File: config.mk
export PLATFORM = sky130hd
export DESIGN_NAME = xm_fetch_decoder
export DESIGN_NICKNAME = d
export VERILOG_FILES = /design/src/rtl/xm_pkg.sv /design/src/rtl/xm_mask_bank.sv /design/src/rtl/xm_sel_track.sv /design/src/rtl/xm_word_decode.sv /design/src/rtl/xm_fetch_decoder.sv
export SDC_FILE = /design/constraint.sdc
export NUM_CORES = 1
export LEC_CHECK = 0
export ABC_AREA = 1
export ABC_CLOCK_PERIOD_IN_PS = 3470
export BUFFER_PORTS_ARGS = -buffer_cell sky130_fd_sc_hd__buf_4
export CORE_MARGIN = 2
export CORE_UTILIZATION = 32
export CTS_CLUSTER_SIZE = 12
export DETAILED_ROUTE_END_ITERATION = 12
export PLACE_DENSITY = 0.62
export REMOVE_ABC_BUFFERS = 1
export SLEW_MARGIN = 0
export SYNTH_ARGS = -nofsm -noshare
export SYNTH_HDL_FRONTEND = slang
export SYNTH_HIERARCHICAL = 1
export SYNTH_SLANG_ARGS = --single-unit
File: constraint.sdc
create_clock -name clk -period 3.47 [get_ports clk]
set_clock_uncertainty 0.2 [all_clocks]
set_input_delay 0.5205 -clock clk [delete_from_list [all_inputs] [get_ports clk]]
set_output_delay 0.5205 -clock clk [all_outputs]
set_load 0.02 [all_outputs]
File: src/rtl/xm_pkg.sv
package xm_pkg;

    typedef enum logic {
        SEL_HOLD = 1'b0,
        SEL_LOAD = 1'b1
    } sel_action_e;

    function automatic int unsigned ctrl_bits(input int unsigned n_masks);
        return $clog2(n_masks);
    endfunction

    function automatic sel_action_e classify_code(
        input logic [7:0]  code,
        input int unsigned ctrl_w,
        input int unsigned n_regs
    );
        int unsigned value;
        int unsigned keep_code;
        value     = int'(code);
        keep_code = (32'd1 << ctrl_w) - 32'd1;
        if (value == keep_code)
            return SEL_HOLD;
        else if (value < n_regs)
            return SEL_LOAD;
        else
            return SEL_HOLD;
    endfunction

endpackage

File: src/rtl/xm_mask_bank.sv
module xm_mask_bank #(
    parameter int INSTR_W  = 32,
    parameter int NUM_REGS = 3,
    parameter int ADDR_W   = 2
) (
    input  logic               clk,
    input  logic               rst,
    input  logic               cfg_we,
    input  logic [ADDR_W-1:0]  cfg_addr,
    input  logic [INSTR_W-1:0] cfg_data,
    input  logic [ADDR_W-1:0]  rd_sel,
    output logic [INSTR_W-1:0] rd_mask
);

    logic [INSTR_W-1:0] mask_q [NUM_REGS];

    for (genvar g = 0; g < NUM_REGS; g++) begin : g_reg
        always_ff @(posedge clk) begin
            if (rst && cfg_we && (cfg_addr == ADDR_W'(g)))
                mask_q[g] <= cfg_data;
        end

        // outside reset no mask register may move
        a_r8_mask_frozen: assert property (@(posedge clk) disable iff (rst)
            !rst |=> $stable(mask_q[g]));
    end

    always_comb begin
        rd_mask = '0;
        for (int i = 0; i < NUM_REGS; i++) begin
            if (rd_sel == ADDR_W'(i))
                rd_mask = mask_q[i];
        end
    end

endmodule

File: src/rtl/xm_sel_track.sv
module xm_sel_track
    import xm_pkg::*;
#(
    parameter int CTRL_W   = 2,
    parameter int NUM_REGS = 3
) (
    input  logic              clk,
    input  logic              rst,
    input  logic              word_valid,
    input  logic [CTRL_W-1:0] ctrl_code,
    output logic [CTRL_W-1:0] eff_sel,
    output logic [CTRL_W-1:0] cur_sel
);

    sel_action_e action;

    always_comb begin
        action  = classify_code(8'(ctrl_code), CTRL_W, NUM_REGS);
        eff_sel = (action == SEL_LOAD) ? ctrl_code : cur_sel;
    end

    always_ff @(posedge clk) begin
        if (rst)
            cur_sel <= '0;
        else if (word_valid)
            cur_sel <= eff_sel;
    end

    // keep code leaves the selection alone
    a_r3_keep_holds: assert property (@(posedge clk) disable iff (rst)
        (word_valid && (ctrl_code == {CTRL_W{1'b1}})) |=> $stable(cur_sel));

    // an in-range index lands in the selection register
    a_r4_index_loads: assert property (@(posedge clk) disable iff (rst)
        (word_valid && (int'(ctrl_code) < NUM_REGS)) |=> (cur_sel == $past(ctrl_code)));

    // reset returns to the generic mask
    a_r6_reset_generic: assert property (@(posedge clk)
        rst |=> (cur_sel == '0));

endmodule

File: src/rtl/xm_word_decode.sv
module xm_word_decode #(
    parameter int INSTR_W = 32,
    parameter int CTRL_W  = 2,
    parameter int FETCH_W = INSTR_W + 1 + CTRL_W
) (
    input  logic [FETCH_W-1:0] word,
    input  logic [INSTR_W-1:0] mask,
    output logic [CTRL_W-1:0]  ctrl_code,
    output logic               toggle,
    output logic [INSTR_W-1:0] payload,
    output logic [INSTR_W-1:0] decoded
);

    always_comb begin
        ctrl_code = word[FETCH_W-1 -: CTRL_W];
        toggle    = word[INSTR_W];
        payload   = word[INSTR_W-1:0];
        decoded   = toggle ? (payload ^ mask) : payload;
    end

endmodule

File: src/rtl/xm_fetch_decoder.sv
module xm_fetch_decoder
    import xm_pkg::*;
#(
    parameter int INSTR_W   = 32,
    parameter int NUM_MASKS = 4,
    localparam int CTRL_W   = ctrl_bits(NUM_MASKS),
    localparam int FETCH_W  = INSTR_W + 1 + CTRL_W
) (
    input  logic               clk,
    input  logic               rst,
    input  logic               cfg_we,
    input  logic [CTRL_W-1:0]  cfg_addr,
    input  logic [INSTR_W-1:0] cfg_data,
    input  logic               fetch_valid,
    input  logic [FETCH_W-1:0] fetch_word,
    output logic               instr_valid,
    output logic [INSTR_W-1:0] instr_data
);

    localparam int NUM_REGS = NUM_MASKS - 1;

    initial begin
        a_r2_min_masks: assert (NUM_MASKS >= 3);
    end

    logic [CTRL_W-1:0]  ctrl_code;
    logic               toggle;
    logic [INSTR_W-1:0] payload;
    logic [INSTR_W-1:0] decoded;
    logic [CTRL_W-1:0]  eff_sel;
    logic [CTRL_W-1:0]  cur_sel;
    logic [INSTR_W-1:0] sel_mask;
    logic               take;

    assign take = fetch_valid && !rst;

    xm_word_decode #(
        .INSTR_W (INSTR_W),
        .CTRL_W  (CTRL_W),
        .FETCH_W (FETCH_W)
    ) u_decode (
        .word      (fetch_word),
        .mask      (sel_mask),
        .ctrl_code (ctrl_code),
        .toggle    (toggle),
        .payload   (payload),
        .decoded   (decoded)
    );

    xm_sel_track #(
        .CTRL_W   (CTRL_W),
        .NUM_REGS (NUM_REGS)
    ) u_sel (
        .clk        (clk),
        .rst        (rst),
        .word_valid (take),
        .ctrl_code  (ctrl_code),
        .eff_sel    (eff_sel),
        .cur_sel    (cur_sel)
    );

    xm_mask_bank #(
        .INSTR_W  (INSTR_W),
        .NUM_REGS (NUM_REGS),
        .ADDR_W   (CTRL_W)
    ) u_bank (
        .clk      (clk),
        .rst      (rst),
        .cfg_we   (cfg_we),
        .cfg_addr (cfg_addr),
        .cfg_data (cfg_data),
        .rd_sel   (eff_sel),
        .rd_mask  (sel_mask)
    );

    always_ff @(posedge clk) begin
        if (rst) begin
            instr_valid <= 1'b0;
            instr_data  <= '0;
        end else begin
            instr_valid <= fetch_valid;
            if (fetch_valid)
                instr_data <= decoded;
        end
    end

    // valid follows the fetch strobe by one clock
    a_r1_valid_follows: assert property (@(posedge clk) disable iff (rst)
        fetch_valid |=> instr_valid);

    a_r1_idle_quiet: assert property (@(posedge clk) disable iff (rst)
        !fetch_valid |=> !instr_valid);

    // unmasked words pass straight through
    a_r5_passthrough: assert property (@(posedge clk) disable iff (rst)
        (fetch_valid && !fetch_word[INSTR_W]) |=> (instr_data == $past(fetch_word[INSTR_W-1:0])));

    // nothing comes out after a reset cycle
    a_r9_reset_quiet: assert property (@(posedge clk)
        rst |=> !instr_valid);

endmodule

==> results_dict.tcl <==
set metrics [dict create \
    status "completed" \
    worstSetupPathType "reg -> reg" \
    num_antenna_cells 0 \
    hold_buffers 0 \
    mostFrequentLayoutCells "nand2_1, nand3_1, buf_4, inv_1, edfxtp_1" \
    final_common_cell "nand2_1" \
    clock_path_buffers 2 \
    relSlewSlack_pct 51.7 \
    hp-class "in -> reg" \
    fin_tns_setup_ns 0 \
    ff_latch_area_um2 3580 \
    hold_viol 0 \
    critPathMaxFanout 32 \
    drv_slew 0 \
    row_count 50 \
    cts_tree "done" \
    syn_inst 673 \
    area_growth_pct 24.0 \
    numCtsBuffers 17 \
    rr_startpoint "u_sel/cur_sel[0]" \
    instances_no_fill 1015 \
    cts_setup_buffers 0 \
    multi_input_area_um2 1700 \
    worst_setup_path_end_kind "flip-flop" \
    placement.io_buffers 105 \
    grt_overflow_total 0 \
    via_per_inst 4.34 \
    max_freq_ghz 0.418 \
    clk_pin_slew_ns 0.06 \
    min_path_cells 2 \
    cts_root_buffer "clkbuf_16" \
    worstMarginPinSlew_ns 0.723 \
    drtAntennaViolNets 0 \
    firstDrtPassIters 4 \
    arrival_ns 2.50 \
    core-area_um2 18500 \
    r2r_slack_ns 1.08 \
    rsz0062_at_grt "false" \
    pin_count 106 \
    clock_sinks 131 \
    die_h_um 141 \
    min-delay-start "rst" \
    fill_cells 1839 \
    cp-start-kind "flip-flop" \
    ff2ff_path_depth 15 \
    required_ns 3.58 \
    leakage_nw 3.49 \
    grt_util_all_layers_pct 14.3 \
    grt_max_degree 65 \
    grt_pass1_vias 4138 \
    wl_um 13700 \
    drive_above_1_share_pct 19.2 \
    hpwl_um 8280 \
    htreeDepth 4 \
    fin_crit_ns 2.39 \
    power.density_nw_per_um2 546 \
    initial_core_util_pct 32.3 \
    avgSynthCellArea_um2 8.89 \
    dp_cells 983 \
    routed-via-count 4405 \
    hold-path-endpoint "instr_valid" \
    finalCritPeriodShare_pct 68.9 \
    maxCapViolations 0 \
    drc_errors 0 \
    antenna_found_initial 0 \
    first_iter_violations 170 \
    synth_warnings 6 \
    syn_area_um2 5980 \
    cts_resized 0 \
    finalSetupViolCount 0 \
    die-area_um2 19800 \
    vdd_ir_drop_max_mv 0.325 \
    die_x_um 141 \
    clock_latency_ns 0.41 \
    nNetsFinal 841 \
    grt_pass1_wl_um 21700 \
    gp_congestion 0.695 \
    wire_per_inst_um 13.5 \
    r2r_end "instr_data[14]" \
]
==> power breakdown <==
part / switching, W / internal, W
Clock: 0.000638 / 0.00118
Combinational: 0.000282 / 0.000179
Sequential: 0.0000237 / 0.00175
==> registers in the layout (all words and copies together), names as in the netlist <==
| register | count |
|---|---|
| u_sel/cur_sel | 2 |
| instr_valid | 1 |
| instr_data | 32 |
| u_bank/mask_q | 96 |
==> metrics by stage <==
| stage | cell area, um^2 | total power [W] | hold slack, ns | setup WS, ns | util, % |
|---|---|---|---|---|---|
| after floorplan | 5670 | 0.00205 | 0.290 | 0.00846 | - |
| after global placement | 6820 | 0.00226 | 0.257 | 0.816 | 36.8 |
| after detailed placement | 6820 | 0.00227 | 0.263 | 0.750 | 36.8 |
| after CTS | 7420 | 0.00410 | 0.0769 | 1.04 | 40.1 |
| after global routing | 7420 | 0.00423 | 0.0808 | 0.806 | 40.1 |
| final | 7420 | 0.00405 | 0.0997 | 1.08 | 40.1 |
==> critical path, stage by stage (launching register included) <==
cell and delay [ns]:
dfxtp_1 0.32, inv_1 0.04, nand2_1 0.05, nand2_1 0.08, inv_2 0.41, inv_2 0.45, nand3_1 0.18, nand3_1 0.14
nand2_1 0.10, nand2_1 0.05, nand2_1 0.05, inv_1 0.04, inv_1 0.04, nand2_1 0.04, nand2_1 0.06, nor2_1 0.04
==> per-layer routing <==
| layer | global-route usage (%) | routed length [um] | up-vias |
|---|---|---|---|
| met3 | 4.35 | 703 | 10 |
| met1 | 17.1 | 6110 | 1987 |
| li1 | - | - | 2318 |
| met4 | 4.26 | 147 | 0 |
| met5 | 0 | 0 | - |
| met2 | 24.9 | 6690 | 90 |
==> cell type report <==
type | instances | share of cell area (%)
flip-flops and latches | 131 | 48.3
multi-input cells | 400 | 22.9
repair buffers | 112 | 11.3
clock buffers | 21 | 6.34
inverters | 106 | 5.36
well taps | 234 | 3.94
clock inverters | 11 | 1.80
==> how the worst max path moves through the flow <==
| stage | cells past startpoint | end | start |
|---|---|---|---|
| 2_1_floorplan | 1 | u_bank/mask_q[0][0] | cfg_addr[0] |
| 3_3_place_gp | 15 | instr_data[14] | fetch_word[33] |
| 3_5_place_dp | 15 | instr_data[26] | fetch_word[34] |
| 4_1_cts | 15 | instr_data[26] | u_sel/cur_sel[0] |
| 5_1_grt | 15 | instr_data[1] | u_sel/cur_sel[1] |
| 6_report | 15 | instr_data[14] | u_sel/cur_sel[0] |
Power figures use the tool's default switching activity.
